<file path="config.mk">
export PLATFORM = sky130hd
export DESIGN_NAME = bus_xcvr_sync
export DESIGN_NICKNAME = d
export VERILOG_FILES = /design/src/rtl/bus_xcvr_sync.sv
export SDC_FILE = /design/constraint.sdc
export NUM_CORES = 1
export LEC_CHECK = 0
export BUFFER_PORTS_ARGS = -buffer_cell sky130_fd_sc_hd__buf_2
export CORE_UTILIZATION = 36
export CTS_BUF_LIST = sky130_fd_sc_hd__clkbuf_8 sky130_fd_sc_hd__clkbuf_16
export DETAILED_ROUTE_END_ITERATION = 12
export GPL_TIMING_DRIVEN = 1
export PLACE_DENSITY_LB_ADDON = 0.25
export SYNTH_ARGS = -nofsm -noshare
export SYNTH_HDL_FRONTEND = slang
export SYNTH_SLANG_ARGS = --single-unit
</file>
<file path="constraint.sdc">
create_clock -name clk -period 0.95 [get_ports clk]
set_input_delay 0.1425 -clock clk [delete_from_list [all_inputs] [get_ports clk]]
set_output_delay 0.1425 -clock clk [all_outputs]
set_load 0.005 [all_outputs]
</file>
<file path="src/rtl/bus_xcvr_sync.sv">
module bus_xcvr_sync #(
  parameter int W = 18
) (
  input  logic         clk,
  input  logic         rst,
  input  logic [W-1:0] a_in,
  input  logic [W-1:0] b_in,
  input  logic         ab_oe,
  input  logic         ab_le,
  input  logic         ab_cp,
  input  logic         ba_oe_n,
  input  logic         ba_le,
  input  logic         ba_cp,
  output logic [W-1:0] b_dat,
  output logic [W-1:0] b_drv,
  output logic [W-1:0] a_dat,
  output logic [W-1:0] a_drv
);

  logic [W-1:0] st_ab, st_ba;
  logic         cpq_ab, cpq_ba;
  logic         fall_ab, fall_ba;

  assign fall_ab = cpq_ab & ~ab_cp;
  assign fall_ba = cpq_ba & ~ba_cp;

  always_ff @(posedge clk) begin
    if (rst) begin
      st_ab  <= '0;
      cpq_ab <= 1'b0;
    end else begin
      cpq_ab <= ab_cp;
      if (ab_le || fall_ab) st_ab <= a_in;
    end
  end

  always_ff @(posedge clk) begin
    if (rst) begin
      st_ba  <= '0;
      cpq_ba <= 1'b0;
    end else begin
      cpq_ba <= ba_cp;
      if (ba_le || fall_ba) st_ba <= b_in;
    end
  end

  assign b_dat = ab_le ? a_in : st_ab;
  assign a_dat = ba_le ? b_in : st_ba;
  assign b_drv = {W{ab_oe}};
  assign a_drv = {W{~ba_oe_n}};

  // transparent storage tracks the source
  p_track_ab_r2: assert property (@(posedge clk) disable iff (rst)
    ab_le |=> st_ab == $past(a_in));
  p_track_ba_r7: assert property (@(posedge clk) disable iff (rst)
    ba_le |=> st_ba == $past(b_in));

  // output after the enable drops holds the last tracked word
  p_lefall_ab_r3: assert property (@(posedge clk) disable iff (rst)
    (ab_le && !rst) |=> (!ab_le -> b_dat == $past(a_in)));

  // falling strobe with latch closed stores the source
  p_cap_ab_r4: assert property (@(posedge clk) disable iff (rst)
    (!ab_le && cpq_ab && !ab_cp) |=> st_ab == $past(a_in));
  p_cap_ba_r7: assert property (@(posedge clk) disable iff (rst)
    (!ba_le && cpq_ba && !ba_cp) |=> st_ba == $past(b_in));

  // no falling strobe, latch closed: storage holds
  p_hold_ab_r5: assert property (@(posedge clk) disable iff (rst)
    (!ab_le && !(cpq_ab && !ab_cp)) |=> $stable(st_ab));
  p_hold_ba_r7: assert property (@(posedge clk) disable iff (rst)
    (!ba_le && !(cpq_ba && !ba_cp)) |=> $stable(st_ba));

  // reset clears storage
  p_rst_clear_r10: assert property (@(posedge clk)
    rst |=> (st_ab == '0 && st_ba == '0));

endmodule

</file>
# Word level (Yosys, flattened, before mapping)
# Index checks and enable logic that the tools add are counted.
dict set report totals {
  regBits 38
  in_bits 44
  output_inout_bits 72
  word_cells 13
}
dict set report classes {
  mux 2
  bitwise 5
  n_reduce_logical 2
}
# cell n
set ops {}
lappend ops {{18-bit 2-to-1 mux} 2}
lappend ops {{1-bit NOT} 3}
lappend ops {{1-bit AND} 2}
lappend ops {{1-bit logical OR} 2}

# Logic depth before layout (Yosys ltp)
# Gate-level depths: netlist of run 1.
dict set report logic_depth {
  word_depth 3
  mapped_depth 5
  depth_no_buf 3
}

# Worst setup path after synthesis of run 1
# Ideal clock, no wire load.
dict set report synth_timing {
  path_kind {reg2reg}
  start {register cpq_ab}
  end {register st_ab[0]}
  setup_ns 0.072
  t_arrival_ns 0.869
  t_required_ns 0.878
  setup_slack_ns 0.009
  path_stages_with_launch 5
  n_path_buf 2
  synth_period_minus_slack_ns 0.941
  path_cell_list {dfxtp_1 -> a21oi_4 -> buf_6 -> buf_12 -> mux2i_1}
}
dict set report synth_between {
  elab_chain_cells 2
}
# element line_no
set synth_rtl {}
lappend synth_rtl {{start, declared} 21} ;# logic cpq_ab, cpq_ba;
lappend synth_rtl {{start signal, assigned} 32} ;# cpq_ab <= ab_cp;
lappend synth_rtl {{1-bit AND} 24} ;# assign fall_ab = cpq_ab & ~ab_cp;
lappend synth_rtl {{1-bit logical OR} 33} ;# if (ab_le || fall_ab) st_ab <= a_in;
lappend synth_rtl {{end signal, assigned} 33}
lappend synth_rtl {{end, declared} 20} ;# logic [W-1:0] st_ab, st_ba;
# No other way between the ends.
# A chain may end at the register's enable or synchronous reset.

# Final worst setup path of run 1
dict set report layout_timing {
  start {register st_ab[15]}
  end {output b_dat[15]}
}
dict set report layout_between {
  elab_chain_cells 1
}
# element line_no
set layout_rtl {}
lappend layout_rtl {{18-bit 2-to-1 mux} 47} ;# assign b_dat = ab_le ? a_in : st_ab;
lappend layout_rtl {{end, declared} 14} ;# output logic [W-1:0] b_dat,
# No other way between the ends.

==> flow_summary.json, run 1 <==
{
  "synth-seq-cells": 38,
  "grt_pass1_vias": 1605,
  "drc_errors": 20,
  "cts_buffers": 5,
  "placement_rows": 29,
  "clkTransAtPathRegs_ns": 0.08,
  "grt_overflow": 0,
  "required_ns": 0.81,
  "slowest_delay_ns": 0.33,
  "drive_gt1_share_pct": 59.1,
  "firstDrtPassIters": 8,
  "ctsHoldBuffers": 0,
  "ios": 116,
  "critPathSlowestCell": "dfxtp_2",
  "path_cells": "mux2_4 -> buf_6",
  "start_util_pct": 37.7,
  "report.final.hold_viol_count": 0,
  "critPathMaxFanout": 2,
  "cts_tree": "done",
  "core_um2": 6420,
  "ant_nets": 0,
  "yosysUniqueCellTypes": 12,
  "critPathTopFamily": "flip-flops",
  "diodes": 0,
  "die_y_um": 84.0,
  "start_kind": "flop",
  "crit_arrival_ns": 1.00,
  "antenna_found_initial": 0,
  "clock_latency_ns": 0.29,
  "drv_cap": 0,
  "syn_nets": 284,
  "syn_avg_cell_area_um2": 10.1,
  "skew_ns": 0.00741,
  "setup_viol": 36,
  "wl_um": 4430,
  "violations": "DRC, setup timing",
  "wl_per_cell_um": 11.7,
  "first_iter_violations": 32,
  "vdd_drop_max_v": 0.000549,
  "worst-path-buf-inv": 1,
  "fin_crit_sh_pct": 120,
  "layout.nets": 344,
  "fin_ws_ns": -0.194,
  "seq_area_frac_synth_pct": 31.4,
  "grt_use_total_pct": 12.6,
  "syn_area_um2": 2420,
  "grt_max_degree": 75,
  "grt_first_pass_wirelength_um": 7250,
  "syn_inst": 240,
  "via_count": 1689,
  "tightest_slew_ns": 0.325,
  "grt_setup_unrepaired": "yes",
  "portBuffers": 96,
  "timing.final.crit_period_ns": 1.14,
  "die_w_um": 84.0,
  "die_area_um2": 7060,
  "cts_root_buffer": "clkbuf_8",
  "hold_ws_ns": 0.0980,
  "powerDensity_nw_per_um2": 1310,
  "yosysWarnings": 0,
  "path_class": "reg2out",
  "syn_to_final_growth_pct": 19.8,
  "p_leak_nw": 1.38,
  "critPathCaptureType": "output pin",
  "h-tree-depth": 2,
  "holdCritPathClass": "in2reg",
  "max_freq_mhz": 874,
  "clock-sinks": 38,
  "via_per_inst": 4.47,
  "slew_viol_final": 0,
  "layout_common_cells": "buf_2 (89), nand2b_1 (72), mux2i_1 (36)",
  "max_slew_margin_pct": 78.3,
  "nFillCells": 648,
  "status": "finished with violations",
  "final_common_cell": "buf_2",
  "dp_hpwl_um": 3010,
  "clk_path_buf_depth": 2,
  "timing.setup.tns_ns": -6.27,
  "place.gp.congestion": 0.649
}
-- cells in the mapped netlist --
cell type,n,share of area (%)
buf_2,1,0.21
buf_6,4,1.9
buf_12,2,1.7
clkbuf_1,7,1.1
a21oi_4,2,1.3
inv_1,3,0.46
mux2_2,36,17
nand2b_1,72,19
dfxtp_1,38,31
buf_4,37,11
nor2_1,2,0.31
mux2i_1,36,15
-- per-stage QoR --
| stage | worst slack [ns] | instance area, um2 | cells | utilization (%) | power, mW |
|---|---|---|---|---|---|
| finish | -0.194 | 2900 | 378 | 45.2 | 3.81 |
| CTS | -0.203 | 2810 | 378 | 43.7 | 3.82 |
| floorplan | 0.00918 | 2420 | 240 | - | 2.41 |
| global route | -0.231 | 2900 | 378 | 45.2 | 4.03 |
| detailed placement | -0.269 | 2700 | 369 | 42.0 | 2.61 |
| global placement | -0.274 | 2700 | 369 | 42.0 | 2.60 |
-- where the power goes --
part / internal (mW) / total (mW) / switching (mW)
sequential: 1.72 / 1.77 / 0.0554
clock: 0.584 / 1.18 / 0.599
combinational: 0.518 / 0.859 / 0.341
-- worst min-delay path: cells and delay by family --
| kind | cells | cell delay [ns] |
|---|---|---|
| buffers and inverters | 1 | 0.10 |
| AND/OR/NAND/NOR | 1 | 0.06 |
| multiplexers | 1 | 0.05 |
-- final cells by class --
type                       count  area, um2  share of cell area, %
multi-input combinational    148       1280                   44.1
clock buffer                   6       82.6                   2.84
timing repair buffer         104        626                   21.6
clock inverter                 2       12.5                  0.431
sequential                    38        796                   27.4
tap                           77       96.3                   3.32
inverter                       3       11.3                  0.388
-- path summary, 6_finish.rpt --
kind | cells past startpoint | slack [ns] | endpoint | start
min reg2reg | 2 | 0.47 | st_ba[9]$_SDFFE_PP0P_ | st_ba[9]$_SDFFE_PP0P_
max reg2reg | 3 | 0 | st_ba[10]$_SDFFE_PP0P_ | cpq_ba$_SDFF_PP0_
min | 3 | 0.1 | st_ab[10]$_SDFFE_PP0P_ | a_in[10]
max | 2 | -0.19 | b_dat[15] | st_ab[15]$_SDFFE_PP0P_
-- what timing repair did --
action,4_1_cts,5_1_grt
setup buffers,1,0
gates resized for setup,6,38
gates cloned,0,0
setup endpoints to repair,36,65
-- kinds of logic (layout without fill, tap and decap cells) --
family | after synthesis | in the layout | share of synthesized area (%)
buffers and inverters | 54 | 115 | 16.7
AND/OR/NAND/NOR | 74 | 74 | 18.9
multiplexers | 72 | 72 | 31.6
flip-flops | 38 | 38 | 31.4
AO/OA/AOI/OAI | 2 | 2 | 1.34
-- per-layer routing --
metal / share of wire [%] / global-route usage (%) / vias to the layer above
met5: 0 / 0 / -
met1: 47 / 15.5 / 751
met2: 45 / 20.7 / 68
li1: - / - / 865
met4: 0.95 / 4.70 / 0
met3: 7.1 / 3.86 / 5
-- sequential cells by signal (all words and copies together), names as in the netlist --
| signal | count |
|---|---|
| cpq_ab | 1 |
| cpq_ba | 1 |
| st_ab | 18 |
| st_ba | 18 |
(Power assumes the default switching activity.)
==> run 2, diff against run 1 <==
--- a/config.mk
+++ b/config.mk
@@ -5,10 +5,10 @@
 export SDC_FILE = /design/constraint.sdc
 export NUM_CORES = 1
 export LEC_CHECK = 0
-export BUFFER_PORTS_ARGS = -buffer_cell sky130_fd_sc_hd__buf_2
 export CORE_UTILIZATION = 36
 export CTS_BUF_LIST = sky130_fd_sc_hd__clkbuf_8 sky130_fd_sc_hd__clkbuf_16
 export DETAILED_ROUTE_END_ITERATION = 12
+export DONT_BUFFER_PORTS = 1
 export GPL_TIMING_DRIVEN = 1
 export PLACE_DENSITY_LB_ADDON = 0.25
 export SYNTH_ARGS = -nofsm -noshare
==> run 2 against run 1 <==
Effect of this change: the run still ends with DRC, setup timing left; via count decreased by 11%; fmax increased by 11%; non-clock buffer count decreased by 64; core utilization decreased by 3.3 points; critical endpoint unchanged.
==> flow_summary.json, run 2 (synthesized netlist as in run 1, its figures left out) <==
{
  "powerDensity_nw_per_um2": 1330,
  "die_y_um": 84.0,
  "skew_ns": 0.00303,
  "reg2reg_slack_ns": -0.02,
  "drive_gt1_share_pct": 34.6,
  "place.gp.congestion": 0.636,
  "ios": 116,
  "status": "finished with violations",
  "grt_first_pass_wirelength_um": 7000,
  "via_count": 1496,
  "grt_setup_unrepaired": "yes",
  "critPathCaptureType": "output pin",
  "hold_path_end": "st_ab[1]$_SDFFE_PP0P_",
  "required_ns": 0.81,
  "cellInternalPower_mw": 2.71,
  "critPathTopFamily": "flip-flops",
  "p_leak_nw": 1.11,
  "worst-path-buf-inv": 0,
  "tightest_slew_ns": 0.177,
  "die_w_um": 84.0,
  "final_common_cell": "nand2b_1",
  "drv_cap": 0,
  "crit_arrival_ns": 0.89,
  "grt_pass1_vias": 1449,
  "ant_nets": 0,
  "seqPwrFrac_pct": 49.7,
  "slew_viol_final": 0,
  "grt_max_degree": 74,
  "r2r-end": "st_ab[11]$_SDFFE_PP0P_",
  "top_regs": "st_ab (18), st_ba (18)",
  "fin_crit_sh_pct": 109,
  "layout.nets": 280,
  "clock_latency_ns": 0.28,
  "report.final.hold_viol_count": 0,
  "portBuffers": 0,
  "cts_buffers": 5,
  "vdd_drop_max_v": 0.000582,
  "drc_errors": 20,
  "firstDrtPassIters": 8,
  "grt_use_total_pct": 12.7,
  "setup_viol": 47,
  "clkPwrFrac_pct": 32.2,
  "fin_ws_ns": -0.0836,
  "wl_per_cell_um": 14.3,
  "place_ws_ns": 0.0190,
  "wl_um": 4490,
  "cts_root_buffer": "clkbuf_8",
  "placement_rows": 29,
  "pwr-share-comb_pct": 18.1,
  "r2r_start": "cpq_ab$_SDFF_PP0_",
  "max_slew_margin_pct": 88.2,
  "holdCritPathClass": "in2reg",
  "cts_tree": "done",
  "start_util_pct": 37.7,
  "switching_share_pct": 24.0,
  "path_cells": "mux2_4",
  "h-tree-depth": 2,
  "slowest_delay_ns": 0.33,
  "path_class": "reg2out",
  "first_iter_violations": 52,
  "max_freq_mhz": 967,
  "critPathMaxFanout": 2,
  "clkTransAtPathRegs_ns": 0.08,
  "clock-sinks": 38,
  "rr_worst_depth": 3,
  "dp_hpwl_um": 2840,
  "violations": "DRC, setup timing",
  "nFillCells": 641,
  "syn_to_final_growth_pct": 11.1,
  "diodes": 0,
  "holdPathStages": 2,
  "grt_overflow": 0,
  "via_per_inst": 4.76,
  "start_kind": "flop",
  "critPathSlowestCell": "dfxtp_2",
  "layout_common_cells": "nand2b_1 (72), mux2i_1 (36), dlygate4sd3_1 (31)",
  "p_switching_mw": 0.858,
  "core_um2": 6420,
  "antenna_found_initial": 0,
  "timing.final.crit_period_ns": 1.03,
  "die_area_um2": 7060,
  "timing.setup.tns_ns": -2.48,
  "clk_path_buf_depth": 2,
  "hold_start": "a_in[1]"
}
-- run 2: cell count changes in the layout (fill, tap and decap cells not counted), sizes merged --
cell and delta:
buf -95, inv +1, dlygate4sd3 +31, clkinvlp -1
-- run 2: through the flow --
stage / power, mW / utilization (%) / hold WS, ns / area (um2) / instances
2_1_floorplan: 2.41 / - / 0.295 / 2420 / 240
3_3_place_gp: 2.30 / 34.3 / 0.213 / 2200 / 273
3_5_place_dp: 2.31 / 34.3 / 0.219 / 2200 / 273
4_1_cts: 3.58 / 40.1 / 0.000530 / 2570 / 308
5_1_grt: 3.77 / 41.9 / 0.000756 / 2690 / 314
6_report: 3.57 / 41.9 / 0.00175 / 2690 / 314
-- run 2: routing by layer --
metal  track usage (%)  wire length, um  share of wire [%]  up-vias
met5                 0                0                  0        -
met1              15.8             2090                 46      696
met4              4.70               15               0.33        0
met2              20.3             2070                 46       60
li1                  -                -                  -      738
met3              4.15              322                7.2        2
-- run 2: worst max path at each step --
stage,from,end,slack [ns],depth (start not counted)
global route,st_ab[15]$_SDFFE_PP0P_,b_dat[15],-0.12,1
detailed placement,cpq_ab$_SDFF_PP0_,st_ab[10]$_SDFFE_PP0P_,0.02,3
global placement,cpq_ab$_SDFF_PP0_,st_ab[11]$_SDFFE_PP0P_,0.05,3
finish,st_ab[15]$_SDFFE_PP0P_,b_dat[15],-0.08,1
floorplan,cpq_ab$_SDFF_PP0_,st_ab[0]$_SDFFE_PP0P_,0.009,4
CTS,st_ab[15]$_SDFFE_PP0P_,b_dat[15],-0.1,1
-- run 2: area by class of cell --
class | instances | area (um2) | area share, %
inverter | 3 | 11.3 | 0.418
sequential | 38 | 796 | 29.6
clock buffer | 6 | 82.6 | 3.07
timing repair buffer | 40 | 414 | 15.4
multi-input combinational | 148 | 1280 | 47.7
tap | 77 | 96.3 | 3.58
clock inverter | 2 | 8.76 | 0.325
-- run 2: worst reg2reg max path: stages (launching register included) --
cell and delay [ns]:
dfxtp_2 0.33, a21oi_4 0.20, buf_12 0.18, mux2i_1 0.19
-- run 2: power by group through the flow --
stage	clock (mW)	combinational (mW)	sequential (mW)
floorplan	0	0.630	1.78
global placement	0	0.507	1.79
detailed placement	0	0.513	1.80
CTS	1.21	0.614	1.76
global route	1.28	0.697	1.79
finish	1.15	0.645	1.78
-- run 2: timing repair --
item / 4_1_cts / 5_1_grt
pin swaps: 0 / 1
resized for setup: 7 / 31
endpoints found under the hold margin: 27 / 5
setup endpoints to repair: 37 / 60
buffers inserted: 1 / 1
hold buffers: 26 / 5
